**config.mk**
```make
export PLATFORM = sky130hd
export DESIGN_NAME = afs_tx
export DESIGN_NICKNAME = d
export VERILOG_FILES = /design/src/rtl/afs_pkg.sv /design/src/rtl/afs_slot_pack.sv /design/src/rtl/afs_frame_build.sv /design/src/rtl/afs_frame_timer.sv /design/src/rtl/afs_shifter.sv /design/src/rtl/afs_tx.sv
export SDC_FILE = /design/constraint.sdc
export NUM_CORES = 1
export LEC_CHECK = 0
export BUFFER_PORTS_ARGS = -buffer_cell sky130_fd_sc_hd__buf_2
export CAP_MARGIN = 5
export CORE_ASPECT_RATIO = 0.9
export CORE_MARGIN = 3
export CORE_UTILIZATION = 44
export CTS_BUF_LIST = sky130_fd_sc_hd__clkbuf_16
export CTS_CLUSTER_DIAMETER = 80
export DETAILED_ROUTE_END_ITERATION = 10
export PLACE_DENSITY = 0.72
export SYNTH_ARGS = -nofsm -noshare
export SYNTH_HDL_FRONTEND = slang
export SYNTH_SLANG_ARGS = --single-unit
```
**constraint.sdc**
```tcl
create_clock -name clk -period 4.9 [get_ports clk]
set_clock_uncertainty 0.15 [all_clocks]
set_input_delay 0.735 -clock clk [delete_from_list [all_inputs] [get_ports clk]]
set_output_delay 0.735 -clock clk [all_outputs]
set_load 0.05 [all_outputs]
```
**src/rtl/afs_pkg.sv**
```systemverilog
package afs_pkg;
  localparam int DEF_SLOT_N = 12;
  localparam int DEF_SLOT_W = 20;
  localparam int DEF_HDR_W  = 16;
  localparam int DEF_ID_W   = 2;

  // bits needed to express a width 0..slot_w
  function automatic int width_bits(input int slot_w);
    return $clog2(slot_w + 1);
  endfunction

  // header bit that carries the tag of slot index s (0-based)
  function automatic int tag_pos(input int hdr_w, input int s);
    return hdr_w - 2 - s;
  endfunction
endpackage

```
**src/rtl/afs_slot_pack.sv**
```systemverilog
module afs_slot_pack #(
  parameter int SLOT_W = afs_pkg::DEF_SLOT_W,
  parameter int WID_W  = afs_pkg::width_bits(SLOT_W)
) (
  input  logic              tag,
  input  logic [SLOT_W-1:0] raw,
  input  logic [WID_W-1:0]  width,
  output logic [SLOT_W-1:0] word
);
  localparam logic [WID_W-1:0] FULL = WID_W'(SLOT_W);

  logic [WID_W-1:0]  w_eff;
  logic [WID_W-1:0]  lift;
  logic [SLOT_W-1:0] keep;

  always_comb begin
    w_eff = (width > FULL) ? FULL : width;
    lift  = FULL - w_eff;
    for (int i = 0; i < SLOT_W; i++) begin
      keep[i] = (WID_W'(i) < w_eff);
    end
    if (tag) begin
      word = (raw & keep) << lift;
    end else begin
      word = '0;
    end
  end
endmodule

```
**src/rtl/afs_frame_build.sv**
```systemverilog
module afs_frame_build #(
  parameter int SLOT_N = afs_pkg::DEF_SLOT_N,
  parameter int SLOT_W = afs_pkg::DEF_SLOT_W,
  parameter int HDR_W  = afs_pkg::DEF_HDR_W,
  parameter int ID_W   = afs_pkg::DEF_ID_W,
  parameter int WID_W  = afs_pkg::width_bits(SLOT_W),
  parameter int FRAME_LEN = HDR_W + SLOT_N * SLOT_W
) (
  input  logic                     take,
  input  logic                     frame_ok,
  input  logic [SLOT_N-1:0]        tag,
  input  logic [ID_W-1:0]          codec_id,
  input  logic [SLOT_N*SLOT_W-1:0] data,
  input  logic [SLOT_N*WID_W-1:0]  width,
  output logic [FRAME_LEN-1:0]     frame
);
  localparam int BODY_W = SLOT_N * SLOT_W;

  logic [HDR_W-1:0]  hdr;
  logic [BODY_W-1:0] body;

  for (genvar s = 0; s < SLOT_N; s++) begin : g_slot
    logic [SLOT_W-1:0] word;
    afs_slot_pack #(.SLOT_W(SLOT_W), .WID_W(WID_W)) u_pack (
      .tag   (tag[s]),
      .raw   (data[s*SLOT_W +: SLOT_W]),
      .width (width[s*WID_W +: WID_W]),
      .word  (word)
    );
    // slot 1 sits right below the header, later slots follow
    assign body[BODY_W-1-s*SLOT_W -: SLOT_W] = word;
  end

  always_comb begin
    hdr = '0;
    hdr[HDR_W-1] = frame_ok;
    for (int s = 0; s < SLOT_N; s++) begin
      hdr[afs_pkg::tag_pos(HDR_W, s)] = tag[s];
    end
    hdr[ID_W-1:0] = codec_id;
  end

  assign frame = take ? {hdr, body} : '0;
endmodule

```
**src/rtl/afs_frame_timer.sv**
```systemverilog
module afs_frame_timer #(
  parameter int FRAME_LEN = 256,
  parameter int SYNC_LEN  = 16
) (
  input  logic clk,
  input  logic rst_n,
  output logic boundary,
  output logic sync
);
  localparam int POS_W = $clog2(FRAME_LEN);
  localparam logic [POS_W-1:0] LAST = POS_W'(FRAME_LEN - 1);
  localparam logic [POS_W-1:0] HIGH = POS_W'(SYNC_LEN);

  logic [POS_W-1:0] pos;
  logic [POS_W-1:0] pos_nx;

  assign boundary = (pos == LAST);
  assign pos_nx   = boundary ? '0 : pos + 1'b1;

  always_ff @(posedge clk or negedge rst_n) begin
    if (!rst_n) begin
      pos  <= LAST;
      sync <= 1'b0;
    end else begin
      pos  <= pos_nx;
      sync <= (pos_nx < HIGH);
    end
  end
endmodule

```
**src/rtl/afs_shifter.sv**
```systemverilog
module afs_shifter #(
  parameter int FRAME_LEN = 256
) (
  input  logic                 clk,
  input  logic                 rst_n,
  input  logic                 load,
  input  logic [FRAME_LEN-1:0] frame_in,
  output logic                 sdata
);
  logic [FRAME_LEN-1:0] sh;

  always_ff @(posedge clk or negedge rst_n) begin
    if (!rst_n) begin
      sh    <= '0;
      sdata <= 1'b0;
    end else begin
      sdata <= sh[FRAME_LEN-1];
      if (load) begin
        sh <= frame_in;
      end else begin
        sh <= {sh[FRAME_LEN-2:0], 1'b0};
      end
    end
  end
endmodule

```
**src/rtl/afs_tx.sv**
```systemverilog
module afs_tx #(
  parameter int SLOT_N = afs_pkg::DEF_SLOT_N,
  parameter int SLOT_W = afs_pkg::DEF_SLOT_W,
  parameter int HDR_W  = afs_pkg::DEF_HDR_W,
  parameter int ID_W   = afs_pkg::DEF_ID_W,
  parameter int WID_W  = afs_pkg::width_bits(SLOT_W)
) (
  input  logic                     clk,
  input  logic                     rst_n,
  input  logic                     in_valid,
  output logic                     in_ready,
  input  logic                     in_frame_ok,
  input  logic [SLOT_N-1:0]        in_tag,
  input  logic [ID_W-1:0]          in_codec_id,
  input  logic [SLOT_N*SLOT_W-1:0] in_data,
  input  logic [SLOT_N*WID_W-1:0]  in_width,
  output logic                     sync,
  output logic                     sdata
);
  localparam int FRAME_LEN = HDR_W + SLOT_N * SLOT_W;

  logic                 boundary;
  logic [FRAME_LEN-1:0] frame;

  afs_frame_timer #(.FRAME_LEN(FRAME_LEN), .SYNC_LEN(HDR_W)) u_timer (
    .clk      (clk),
    .rst_n    (rst_n),
    .boundary (boundary),
    .sync     (sync)
  );

  afs_frame_build #(
    .SLOT_N(SLOT_N), .SLOT_W(SLOT_W), .HDR_W(HDR_W), .ID_W(ID_W),
    .WID_W(WID_W), .FRAME_LEN(FRAME_LEN)
  ) u_build (
    .take     (in_valid),
    .frame_ok (in_frame_ok),
    .tag      (in_tag),
    .codec_id (in_codec_id),
    .data     (in_data),
    .width    (in_width),
    .frame    (frame)
  );

  afs_shifter #(.FRAME_LEN(FRAME_LEN)) u_shift (
    .clk      (clk),
    .rst_n    (rst_n),
    .load     (boundary),
    .frame_in (frame),
    .sdata    (sdata)
  );

  assign in_ready = boundary;
endmodule

```
==> results of run 1 <==
cell type report:
| type | count | area [um^2] |
|---|---|---|
| Fill cell | 5447 | 27900 |
| Multi-Input combinational cell | 2684 | 17100 |
| Sequential cell | 266 | 6670 |
| Timing Repair Buffer | 390 | 2170 |
| Tap cell | 756 | 946 |
| Clock buffer | 29 | 726 |
| Inverter | 79 | 298 |
| Clock inverter | 23 | 292 |
how the worst max path moves through the flow:
stage               cells after the start            from  slack [ns]             end
floorplan                              14    in_width[44]        0.89  u_shift.sh[77]
global placement                       12    in_width[44]        0.78  u_shift.sh[76]
detailed placement                     12    in_width[53]        0.67  u_shift.sh[35]
CTS                                     8  u_timer.pos[0]        1.21  u_shift.sh[15]
global route                           12    in_width[45]        0.75  u_shift.sh[53]
finish                                 12    in_width[53]        1.10  u_shift.sh[35]
power by group:
part           internal, mW  total (mW)  switching, mW
logic                 0.910        2.49           1.58
registers              2.21        2.21        0.00263
clock network          1.44        2.35          0.906
total                  4.56        7.05           2.49
per-stage QoR:
step,setup WS (ns),hold WS [ns],power [mW]
after floorplan,0.889,0.181,3.96
after global placement,0.775,0.215,4.67
after detailed placement,0.673,0.195,4.67
after CTS,1.21,0.122,7.06
after global routing,0.753,0.157,7.43
final,1.10,0.0854,7.05
cell families (layout without fill, tap and decap cells):
group	after synthesis	count (layout)	synth area share [%]
xor+xnor	47	47	1.69
mux	228	228	9.56
fa+ha+maj	15	15	0.725
compound gates	1264	1264	34.6
flops	266	266	26.4
buf+inv	361	521	5.74
simple gates	1130	1130	21.3
layer usage:
layer	share of wire (%)	up-vias	global-route usage [%]
met2	45	1248	39.6
met1	45	12831	36.7
met4	1.9	8	4.91
met3	7.8	153	3.59
met5	0.068	-	0
li1	-	12797	-
worst max-delay path, delay by kind of cell:
family,cells,cell delay [ns]
simple gates,1,0.52
mux,2,0.64
buf+inv,4,0.76
fa+ha+maj,1,0.31
xor+xnor,1,0.12
compound gates,3,1.00
cell usage in the layout (no fill, tap or decap), types with 43 or more instances in the layout:
master	synthesis	layout
buf_2	54	319
a31oi_1	50	50
buf_4	2	67
and2_1	43	43
o211ai_1	61	61
o221ai_1	43	43
a22o_1	50	50
o21ai_0	340	340
nor3_1	63	63
nand2_1	384	384
inv_1	68	73
nor2_1	264	264
nand3_1	109	109
mux2i_1	181	181
a21oi_1	196	196
dfrtp_1	258	258
registers in the layout (all words and copies together), names as in the netlist:
register       cells
u_timer.pos        8
u_shift.sdata      1
u_shift.sh       256
u_timer.sync       1
==> out/metrics.cfg, run 1 <==
[run_status]
status = finished clean

[finish]
drive_gt1_share_pct = 16.9
fin_cells = 4227
fin_nets = 3780
num_antenna_cells = 0
syn_to_final_growth_pct = 12.0
design_area_mm2 = 0.0282
utilization_pct = 50.3

[sta]
grt_setup_unrepaired = false
worst_slew_pin_slew_ns = 1.12
finalMaxSlewViolations = 0
hold_violations = 0
fin_crit_sh_pct = 77.5
max_clock_freq_mhz = 263
min_period_ns = 3.80
setup_viol = 0
tns_ns = 0
slew_headroom_pct = 25.4

[floorplanning]
die_h_um = 233
core_area_mm2 = 0.0561
initial_core_util_pct = 44.9
ios = 321
die_w_um = 258
row_count = 82
die_area_mm2 = 0.0602

[min_path]
hold_class = input pin to async pin

[setup_path]
path_cells = buf_2 -> o21ai_0 -> and2_1 -> inv_1 -> ha_1 -> inv_1 -> xnor2_1 -> buf_4 -> mux2_2 -> o221a_2 -> mux2_2 -> o221ai_1
critical_path_class = input pin to register
r2r-start = u_timer.pos[0]
cp.arrival_ns = 4.10
cp_max_fo = 27
reg2reg_to = u_shift.sh[15]
cp_slowest_stage_delay_ns = 0.55
startpoint_type = input pin
rrSetupSlack_ns = 1.21
crit_slowest_cell = o21ai_0
rr_worst_depth = 8
end_kind = register
worstPathRequired_ns = 5.21

[placement]
dp_hpwl_mm = 58.4
placed_cell_area_mm2 = 0.0272
place_inst = 4175
globalplace.congestion = 0.954
io_buffers = 320

[clocking]
cts-resized-gates = 0
cts_tree = built
clock_latency_ns = 0.54
cts_setup_buffers = 0
clkTransAtPathRegs_ns = 0.06
clock_sinks = 266
clock_path_buffers = 3
tritoncts.num_buffers = 28
ctsHtreeMaxLevel = 1
cts_hold_buf = 0
root_buffer = clkbuf_16

[route]
drt_wl_total_mm = 79.8
num_vias = 27037
drt-initial-drc-count = 3468
drc_errors = 0
first_pass_iters = 6
via_per_inst = 6.40
wl_per_cell_um = 18.9
ant_nets = 0

[pwr]
p_per_area_mw_per_mm2 = 250
irDropWorstVdd_mv = 0.175
cellLeakagePower_nw = 12.1

[synthesis]
ys_top_cells_by_area = dfrtp_1 (26%), mux2i_1 (7.2%), o21ai_0 (6.8%)
synth_cell_types = 98
syn_area_per_cell_um2 = 7.61
async_flop_share_pct = 100
synth_fp_nets = 3642
synth_top_area_cell = dfrtp_1
syn_inst = 3311
synth.most_common_cell = nand2_1
ys_seq_area_share_pct = 26.4
yosys-top-cells-count = nand2_1 (384), o21ai_0 (340), nor2_1 (264)
synth_warnings = 0
ys_ff_latch = 266
syn_area_mm2 = 0.0252
synth_edf_count = 0
synth_top_area_share_pct = 25.6
synth_ff_type = dfrtp_1

[grt]
grt_pass1_wl_mm = 128
antenna_found_initial = 6
grt_usage_pct = 25.1
grt_pass1_vias = 24312
grt_overflow = 0
grt_max_degree = 112

[flow_run]
cap_violations = 0

Note: power is estimated with default switching activity, not from simulation.
==> run 2: changes to the inputs <==
Settings changed: ABC_AREA set to 1, PLACE_DENSITY 0.72 to 0.75.
Clock period 4.9 ns to 3.2 ns, I/O delays scaled along.
==> out/metrics.cfg, run 2 <==
[run_status]
status = finished clean

[synthesis]
ys_top_cells_by_area = dfrtp_1 (27%), nand2_1 (22%), nand3_1 (18%)
syn_area_per_cell_um2 = 6.06
syn_area_mm2 = 0.0244
synth_top_area_share_pct = 26.5
ys_seq_area_share_pct = 27.4
synth_ff_type = dfrtp_1
ys_ff_latch = 266
async_flop_share_pct = 100
synth_fp_nets = 4349
synth_top_area_cell = dfrtp_1
synth.most_common_cell = nand2_1
synth_cell_types = 56
synth_edf_count = 0
syn_inst = 4018
yosys-top-cells-count = nand2_1 (1,432), nand3_1 (886), dfrtp_1 (258)
synth_warnings = 0

[finish]
regMostFlops = u_shift.sh
fin_nets = 4563
largestRegisters = u_shift.sh x256, u_timer.pos x8
seq_area_mm2 = 0.00667
drive_gt1_share_pct = 13.6
fillers = 5731
utilization_pct = 50.0
design_area_mm2 = 0.0272
syn_to_final_growth_pct = 11.9
fin_cells = 4959
mostFrequentLayoutCells = nand2_1 (1,432), nand3_1 (886), buf_2 (319), dfrtp_1 (258), inv_1 (249)
largest_reg_flops = 256
final_common_cell = nand2_1
multi_input_area_mm2 = 0.0155

[route]
num_vias = 27348
first_pass_iters = 6
drt-initial-drc-count = 2494
drc_errors = 0
via_per_inst = 5.51
wl_per_cell_um = 14.4
drt_wl_total_mm = 71.3
ant_nets = 0

[pwr]
p_per_area_mw_per_mm2 = 379
sequentialPowerShare_pct = 32.7
swShare_pct = 38.1
clkPwrFrac_pct = 29.8
cellLeakagePower_nw = 14.1
comb_power_share_pct = 37.5
total_power_mw = 10.3
irDropWorstVdd_mv = 0.345
power_switching_mw = 3.93
p_int_mw = 6.40

[clocking]
cts_setup_buffers = 0
ctsHtreeMaxLevel = 1
tritoncts.num_buffers = 27
clock_latency_ns = 0.54
clock_sinks = 266
root_buffer = clkbuf_16
cts_tree = built
clock_path_buffers = 3
clkTransAtPathRegs_ns = 0.06

[grt]
grt_pass1_vias = 24712
grt_usage_pct = 23.8
antenna_found_initial = 4
grt_max_degree = 100
grt_pass1_wl_mm = 119
grt_overflow = 0

[setup_path]
cp_slowest_stage_delay_ns = 0.56
critical_path_class = register to output port
cp.arrival_ns = 2.26
crit_slowest_cell = dfstp_2
worstPathRequired_ns = 2.57
path_cells = ha_1 -> nand2_2 -> nor2_4 -> nand4_4 -> nor2_8 -> buf_2
end_kind = output port
startpoint_type = register
cp_max_fo = 8

[sta]
tns_ns = 0
setup_viol = 0
hold_violations = 0
worst_slew_pin_slew_ns = 0.658
max_clock_freq_mhz = 346
holdWs_ns = 0.0591
slew_headroom_pct = 56.2
fin_crit_sh_pct = 90.3
min_period_ns = 2.89
fin_ws_ns = 0.311
grt_setup_unrepaired = false
finalMaxSlewViolations = 0

[floorplanning]
ios = 321
die_area_mm2 = 0.0582
row_count = 81
core_area_mm2 = 0.0545
initial_core_util_pct = 44.7
die_h_um = 229
die_w_um = 254

[flow_run]
cap_violations = 0

[placement]
pre_cts_ws_ns = 0.219
place_inst = 4906
placed_cell_area_mm2 = 0.0264
io_buffers = 320
globalplace.congestion = 0.937
dp_hpwl_mm = 55.0

[min_path]
hold_class = input pin to register

## run 2: cell types whose count changed after synthesis, moves of 48 or more
cell,previous run,this run
nor2_1,264,174
a31oi_1,50,2
a21oi_1,196,61
clkbuf_1,196,69
nand3_1,109,886
nor3_1,63,7
o21ai_0,340,209
inv_1,68,244
o21ai_1,9,69
nand2_1,384,1432
mux2i_1,181,0
nand4_1,24,119
## run 2: layout make-up
type                    count  share of cell area (%)
multi-input cells        3249                    56.9
flip-flops and latches    266                    24.5
repair buffers            396                    8.17
inverters                 292                    4.09
well taps                 705                    3.24
clock buffers              27                    2.48
clock inverters            21                   0.625
diodes                      3                  0.0276
## run 2: kinds of logic (layout without fill, tap and decap cells)
group	after synthesis	in the layout	synth area share (%)
flops	266	266	27.4
buf+inv	503	736	8.98
fa+ha+maj	13	13	0.668
compound gates	507	507	12.6
other cells	0	3	0
simple gates	2713	2713	49.6
xor+xnor	16	16	0.776
## run 2: critical path: cells and delay by family (launching register included)
family / cells / cell delay (ns)
buf+inv: 1 / 0.33
simple gates: 4 / 0.63
fa+ha+maj: 1 / 0.20
flops: 1 / 0.56
## run 2: layer usage
metal  track usage [%]  up-vias  share of wire [%]  wire length, um
met3              2.92      105                6.3             4520
met4              3.53        4                1.5             1050
met5                 0        -              0.048               34
met1              35.7    12430                 48            34100
li1                  -    13898                  -                -
met2              37.4      911                 44            31600
## run 2: power by group through the flow
stage / Sequential, mW / Clock (mW) / Combinational, mW
2_1_floorplan: 3.44 / 0 / 2.78
5_1_grt: 3.38 / 3.31 / 4.37
6_report: 3.38 / 3.07 / 3.88
3_3_place_gp: 3.44 / 0 / 3.79
3_5_place_dp: 3.44 / 0 / 3.80
4_1_cts: 3.38 / 3.15 / 3.82
## run 2: path summary, 6_finish.rpt
path | from | endpoint | slack [ns] | depth (start not counted)
max | u_timer.pos[0] | in_ready | 0.31 | 6
min reg2reg | u_shift.sh[255] | u_shift.sdata | 0.22 | 0
max in group asynchronous | rst_n | u_shift.sh[232] | 1.76 | 3
min in group asynchronous | rst_n | u_shift.sh[133] | 0.27 | 2
max reg2reg | u_timer.pos[0] | u_shift.sh[163] | 0.32 | 11
min | in_frame_ok | u_shift.sh[255] | 0.06 | 2
## run 2: repair_timing
action	in CTS	in global routing
setup endpoints to repair	0	0
hold buffers	2	0
hold endpoints to repair	43	0
gates resized for setup	0	0
